===== src/rtl/brk_pkg.sv =====
// Shared constants and helpers for the UART line break monitor.
// Assumes a character length field of 4 bits.
package brk_pkg;
    localparam int BIT_W    = 4;
    localparam int MIN_CHAR = 7;
    localparam int MAX_CHAR = 13;

    // Force a requested character length into the supported range.
    function automatic logic [BIT_W-1:0] clamp_len(input logic [BIT_W-1:0] req);
        if (req < BIT_W'(MIN_CHAR))      return BIT_W'(MIN_CHAR);
        else if (req > BIT_W'(MAX_CHAR)) return BIT_W'(MAX_CHAR);
        else                             return req;
    endfunction
endpackage


===== src/rtl/brk_bit_timer.sv =====
// Counts consecutive low samples of the line, taken at bit strobes, and
// raises char_done each time a full character time of low has gone by.
// Assumes rxd is already synchronised and clen lies within 7..13.
module brk_bit_timer
    import brk_pkg::*;
(
    input  logic             clk,
    input  logic             rst_n,
    input  logic             rxd,
    input  logic             bit_tick,
    input  logic [BIT_W-1:0] clen,
    output logic             char_done,
    output logic             line_high
);
    logic [BIT_W-1:0] bitcnt;

    // A character of low is complete when this strobe fills the count.
    assign char_done = bit_tick && !rxd && ((bitcnt + BIT_W'(1)) >= clen);
    assign line_high = bit_tick && rxd;

    // Advance the low-bit count on low strobes and restart it on high or on a full character.
    always_ff @(posedge clk) begin
        if (!rst_n)                  bitcnt <= '0;
        else if (bit_tick) begin
            if (rxd || char_done)    bitcnt <= '0;
            else                     bitcnt <= bitcnt + BIT_W'(1);
        end
    end

    assert_bitcnt_bound_R5: assert property (@(posedge clk) disable iff (!rst_n)
        bitcnt < BIT_W'(MAX_CHAR));

    assert_ignore_between_ticks_R8: assert property (@(posedge clk) disable iff (!rst_n)
        !bit_tick |=> $stable(bitcnt));
endmodule


===== src/rtl/brk_tracker.sv =====
// Break state machine. It declares a break on the first full character of
// low and counts further characters while the line stays low, saturating
// at the top of CNT_W. The break ends at the first high strobe.
// Assumes char_done and line_high are never high together.
module brk_tracker #(
    parameter int CNT_W = 16
) (
    input  logic             clk,
    input  logic             rst_n,
    input  logic             char_done,
    input  logic             line_high,
    output logic             in_break,
    output logic [CNT_W-1:0] chars,
    output logic             brk_start,
    output logic             brk_end
);
    localparam logic [CNT_W-1:0] CHARS_MAX = '1;

    // Track break state, count the characters of the break and emit the start and end pulses.
    always_ff @(posedge clk) begin
        if (!rst_n) begin
            in_break  <= 1'b0;
            chars     <= '0;
            brk_start <= 1'b0;
            brk_end   <= 1'b0;
        end else begin
            brk_start <= 1'b0;
            brk_end   <= 1'b0;
            if (char_done) begin
                if (!in_break) begin
                    in_break  <= 1'b1;
                    chars     <= CNT_W'(1);
                    brk_start <= 1'b1;
                end else if (chars != CHARS_MAX) begin
                    chars <= chars + CNT_W'(1);
                end
            end else if (line_high && in_break) begin
                in_break <= 1'b0;
                brk_end  <= 1'b1;
            end
        end
    end

    assert_start_one_cycle_R3: assert property (@(posedge clk) disable iff (!rst_n)
        brk_start |=> !brk_start);

    assert_end_one_cycle_R4: assert property (@(posedge clk) disable iff (!rst_n)
        brk_end |=> !brk_end);

    assert_no_start_end_overlap_R4: assert property (@(posedge clk) disable iff (!rst_n)
        !(brk_start && brk_end));

    assert_start_enters_break_R2: assert property (@(posedge clk) disable iff (!rst_n)
        brk_start |-> in_break);

    assert_chars_saturate_R6: assert property (@(posedge clk) disable iff (!rst_n)
        (in_break && chars == CHARS_MAX) |=> (chars == CHARS_MAX));
endmodule


===== src/rtl/brk_regs.sv =====
// Registers that software reads: the length of the last break and the
// break event counter. Both saturate, and an update takes priority over a
// clear arriving in the same cycle.
// Assumes brk_start and brk_end are single-cycle pulses.
module brk_regs #(
    parameter int CNT_W = 16
) (
    input  logic             clk,
    input  logic             rst_n,
    input  logic             brk_start,
    input  logic             brk_end,
    input  logic [CNT_W-1:0] chars,
    input  logic             clr_len,
    input  logic             clr_cnt,
    output logic [CNT_W-1:0] brk_len,
    output logic [CNT_W-1:0] brk_cnt
);
    localparam logic [CNT_W-1:0] REG_MAX = '1;

    // Count break events, saturating; a clear in the same cycle leaves only the new event.
    always_ff @(posedge clk) begin
        if (!rst_n)                  brk_cnt <= '0;
        else if (brk_start) begin
            if (clr_cnt)             brk_cnt <= CNT_W'(1);
            else if (brk_cnt != REG_MAX) brk_cnt <= brk_cnt + CNT_W'(1);
        end else if (clr_cnt)        brk_cnt <= '0;
    end

    // Latch the finished break's length in characters, or clear it.
    always_ff @(posedge clk) begin
        if (!rst_n)                  brk_len <= '0;
        else if (brk_end)            brk_len <= chars;
        else if (clr_len)            brk_len <= '0;
    end

    assert_cnt_holds_R3: assert property (@(posedge clk) disable iff (!rst_n)
        (!brk_start && !clr_cnt) |=> $stable(brk_cnt));

    assert_cnt_single_step_R3: assert property (@(posedge clk) disable iff (!rst_n)
        !clr_cnt |=> (brk_cnt == $past(brk_cnt) || brk_cnt == $past(brk_cnt) + CNT_W'(1)));

    assert_cnt_no_wrap_R6: assert property (@(posedge clk) disable iff (!rst_n)
        (brk_cnt == REG_MAX && !clr_cnt) |=> (brk_cnt == REG_MAX));

    assert_len_holds_R4: assert property (@(posedge clk) disable iff (!rst_n)
        (!brk_end && !clr_len) |=> $stable(brk_len));

    assert_len_nonzero_R4: assert property (@(posedge clk) disable iff (!rst_n)
        brk_end |=> (brk_len != '0));

    assert_clear_len_R7: assert property (@(posedge clk) disable iff (!rst_n)
        (clr_len && !brk_end) |=> (brk_len == '0));
endmodule


===== src/rtl/uart_break_monitor.sv =====
// Top level of the UART line break monitor. It clamps the configured
// character length, times low runs at bit strobes, follows break state and
// holds the registers that software reads.
// Assumes rxd is synchronised to clk and bit_tick is one cycle per bit time.
module uart_break_monitor
    import brk_pkg::*;
#(
    parameter int CNT_W = 16
) (
    input  logic             clk,
    input  logic             rst_n,
    input  logic             rxd,
    input  logic             bit_tick,
    input  logic [3:0]       char_bits,
    input  logic             clr_len,
    input  logic             clr_cnt,
    output logic [CNT_W-1:0] brk_len,
    output logic [CNT_W-1:0] brk_cnt,
    output logic             brk_start,
    output logic             brk_end,
    output logic             in_break
);
    logic [BIT_W-1:0] clen;
    logic             char_done;
    logic             line_high;
    logic [CNT_W-1:0] chars;

    // Effective character length after clamping.
    always_comb clen = clamp_len(char_bits);

    brk_bit_timer u_timer (
        .clk       (clk),
        .rst_n     (rst_n),
        .rxd       (rxd),
        .bit_tick  (bit_tick),
        .clen      (clen),
        .char_done (char_done),
        .line_high (line_high)
    );

    brk_tracker #(.CNT_W(CNT_W)) u_track (
        .clk       (clk),
        .rst_n     (rst_n),
        .char_done (char_done),
        .line_high (line_high),
        .in_break  (in_break),
        .chars     (chars),
        .brk_start (brk_start),
        .brk_end   (brk_end)
    );

    brk_regs #(.CNT_W(CNT_W)) u_regs (
        .clk       (clk),
        .rst_n     (rst_n),
        .brk_start (brk_start),
        .brk_end   (brk_end),
        .chars     (chars),
        .clr_len   (clr_len),
        .clr_cnt   (clr_cnt),
        .brk_len   (brk_len),
        .brk_cnt   (brk_cnt)
    );

    assert_clen_range_R5: assert property (@(posedge clk) disable iff (!rst_n)
        clen >= BIT_W'(MIN_CHAR) && clen <= BIT_W'(MAX_CHAR));
endmodule


===== config.mk =====
export PLATFORM = sky130hd
export DESIGN_NAME = uart_break_monitor
export DESIGN_NICKNAME = d
export VERILOG_FILES = /design/src/rtl/brk_pkg.sv /design/src/rtl/brk_bit_timer.sv /design/src/rtl/brk_tracker.sv /design/src/rtl/brk_regs.sv /design/src/rtl/uart_break_monitor.sv
export SDC_FILE = /design/constraint.sdc
export NUM_CORES = 1
export LEC_CHECK = 0
export BUFFER_PORTS_ARGS = -buffer_cell sky130_fd_sc_hd__buf_2
export CORE_ASPECT_RATIO = 0.7
export CORE_MARGIN = 3
export CORE_UTILIZATION = 50
export DETAILED_ROUTE_END_ITERATION = 8
export PLACE_DENSITY_LB_ADDON = 0.2
export SKIP_CTS_REPAIR_TIMING = 1
export SLEW_MARGIN = 10
export SYNTH_ARGS = -nofsm -noshare
export SYNTH_HDL_FRONTEND = slang
export SYNTH_SLANG_ARGS = --single-unit

===== constraint.sdc =====
create_clock -name clk -period 3.1 [get_ports clk]
set_input_delay 0.155 -clock clk [delete_from_list [all_inputs] [get_ports clk]]
set_output_delay 0.155 -clock clk [all_outputs]
set_load 0.05 [all_outputs]

==> results.json <==
{
  "cpMaxStageDelayCell": "or4_1",
  "fin_skew_ns": 0.00708,
  "yosys-top-cells-count": "55 x dfxtp_1, 40 x nor2_1, 35 x a21oi_1",
  "grt_overflow": 0,
  "clk_latency_ns": 0.31,
  "initial_core_util": 0.546,
  "wirelength_um": 6210,
  "grt_first_pass_wirelength_um": 10100,
  "cts-root-buf": "clkbuf_8",
  "fin_tns_setup_ns": 0,
  "start_kind": "flop",
  "crit_fanout": 10,
  "synth.yosys.warnings": 0,
  "hold_path_class": "input port to flop",
  "period_minus_slack_ns": 2.70,
  "clock_sinks": 55,
  "vias": 2568,
  "r2r_slack_ns": 0.40,
  "critPathArrivalTime_ns": 2.93,
  "worstPathCellList": "ha_1 > nor2b_1 > or2_2 > ha_1 > o21ai_0 > nand2b_1 > nand4_1 > or4_1 > a21oi_1",
  "ys_top_cells_by_area": "dfxtp_1 40%, a21oi_1 6.4%, nor2_1 5.5%",
  "antenna_found_initial": 0,
  "async_flop_share": 0,
  "power.switching_w": 0.000272,
  "crit_top_cell": "ha_1",
  "worstHoldStart": "bit_tick",
  "avgSynthCellArea_um2": 8.28,
  "status": "finished, final reports clean",
  "num_io_pins": 45,
  "maxCapViolations": 0,
  "numCtsBuffers": 5,
  "synth-edff-count": 0,
  "fmax_mhz": 371,
  "switching_share": 0.216,
  "multi_input_comb_area_mm2": 0.00153,
  "cts_max_level": 2,
  "drv_slew": 0,
  "dp_hpwl_um": 4420,
  "placement.io_buffers": 44,
  "ff2ff_path_depth": 9,
  "diodes": 0,
  "yosysSeqAreaShare": 0.402,
  "ir_drop_mv": 0.210,
  "min_period_over_period": 0.870,
  "r2r-end": "u_track.chars[10]",
  "netlist.area_leader.share": 0.402,
  "clk_path_buf_depth": 2,
  "endpoint_kind": "flop",
  "drtIter0Drc": 214,
  "routedWlPerCell_um": 14.2,
  "regArea_mm2": 0.00110,
  "first_pass_iters": 5,
  "core.rowCount": 21,
  "power.internal_w": 0.000989,
  "grt_max_degree": 34,
  "hold_viol_final": 0,
  "seqPwrFrac": 0.563,
  "synth_fp_nets": 348,
  "synth_seq_cells": 55,
  "synthFlopType": "dfxtp_1",
  "die_area_mm2": 0.00642,
  "drc": 0,
  "synth_most_common_cell": "dfxtp_1",
  "crit_type": "flop to flop",
  "synthesis.area_mm2": 0.00274,
  "die_height_um": 68.0,
  "antenna_left": 0,
  "synth_cells": 331,
  "cts_tree": "built",
  "r2r_start": "u_timer.bitcnt[0]",
  "yosysUniqueCellTypes": 50,
  "drive_gt1_frac": 0.166,
  "viasPerCell": 5.88,
  "comb_power_share": 0.039,
  "layout.nets": 384,
  "gr-usage-all-layers": 0.194,
  "die_x_um": 94.5,
  "slew_headroom": 0.291,
  "p_per_area_mw_per_mm2": 405,
  "core_mm2": 0.00502,
  "min_path_cells": 3,
  "cp.required_ns": 3.33,
  "grt_pass1_vias": 2107,
  "rsz0062_at_grt": "false",
  "finalInstanceArea_mm2": 0.00311,
  "cp_slowest_stage_delay_ns": 0.60,
  "place_area_mm2": 0.00299,
  "cts.clk_slew.worst_paths_ns": 0.10,
  "gp_congestion": 0.920,
  "holdPathEnd": "u_track.in_break",
  "fillers": 437,
  "area_delta_synth_final_pct": 13.5,
  "yosys.area.top_type": "dfxtp_1",
  "leakage_nw": 1.19,
  "pwr-share-clk": 0.397,
  "setup_viol": 0,
  "tightest_slew_ns": 1.06
}
==> flip-flops by register name, indices dropped and copies added, names as in the netlist <==
name / count
u_timer.bitcnt: 4
u_track.in_break: 1
u_regs.brk_cnt: 16
u_track.chars: 16
u_track.brk_start: 1
u_regs.brk_len: 16
u_track.brk_end: 1
==> worst max-delay path, delay by kind of cell, from the launching register on <==
kind	cells	cell delay, ns
adder cells (fa/ha/maj)	2	0.48
flip-flops	1	0.36
AO/OA/AOI/OAI	2	0.21
AND/OR/NAND/NOR	5	1.56
==> stage by stage <==
stage	hold WS [ns]	instances	setup slack [ns]	total power (W)	utilization
2_1_floorplan	0.292	331	0.780	0.000761	-
3_3_place_gp	0.435	429	0.534	0.000776	0.596
3_5_place_dp	0.437	429	0.502	0.000776	0.596
4_1_cts	0.111	437	0.474	0.00127	0.620
5_1_grt	0.111	437	0.279	0.00130	0.620
6_report	0.115	437	0.404	0.00126	0.620
==> cell families (layout without fill, tap and decap cells) <==
group / after synthesis / count (layout) / share of synthesized area
multiplexers: 3 / 3 / 0.0110
AND/OR/NAND/NOR: 148 / 148 / 0.295
AO/OA/AOI/OAI: 81 / 81 / 0.188
adder cells (fa/ha/maj): 7 / 7 / 0.0319
flip-flops: 55 / 55 / 0.402
XOR/XNOR: 10 / 10 / 0.0320
buffers and inverters: 27 / 64 / 0.0402
==> routing by layer <==
layer | routed length (um) | track usage
met2 | 2270 | 0.263
met4 | 40 | 0.0342
met3 | 473 | 0.0516
met5 | 0 | 0
met1 | 3430 | 0.305
==> worst max-delay path by stage <==
stage | from | end | cells after the start
finish | u_timer.bitcnt[0] | u_track.chars[10] | 9
detailed placement | u_timer.bitcnt[0] | u_track.chars[10] | 9
floorplan | u_timer.bitcnt[0] | u_track.chars[15] | 9
CTS | u_timer.bitcnt[0] | u_track.chars[10] | 9
global route | u_timer.bitcnt[0] | u_track.chars[12] | 9
global placement | u_timer.bitcnt[0] | u_track.chars[10] | 9
==> cells in the final DEF (no fill, tap or decap), drive strengths merged, types with 4 or more instances in the layout <==
cell,synthesis,final
o21ai,10,10
nor4,4,4
nand4,14,14
ha,7,7
buf,3,46
nand3,15,15
nor3,5,5
xnor2,8,8
nand2,19,19
inv,10,11
and4,6,6
nor2,40,40
a211oi,8,8
a31oi,7,7
or4,4,4
dfxtp,55,55
a21oi,35,35
and3,4,4
clkbuf,14,6
or3,7,7
nor3b,16,16
==> power groups by stage <==
stage	sequential [W]	clock, W	combinational (W)
final	0.000711	0.000501	0.0000498
after global routing	0.000711	0.000538	0.0000557
after CTS	0.000711	0.000510	0.0000498
after detailed placement	0.000727	0	0.0000492
after global placement	0.000727	0	0.0000490
after floorplan	0.000727	0	0.0000339
==> area by class of cell <==
cell class | instances | area share
Timing Repair Buffer | 46 | 0.0756
Sequential cell | 55 | 0.354
Inverter | 10 | 0.0121
Multi-Input combinational cell | 249 | 0.492
Clock buffer | 6 | 0.0265
Clock inverter | 2 | 0.0125
Tap cell | 69 | 0.0277
Power figures use the tool's default switching activity.
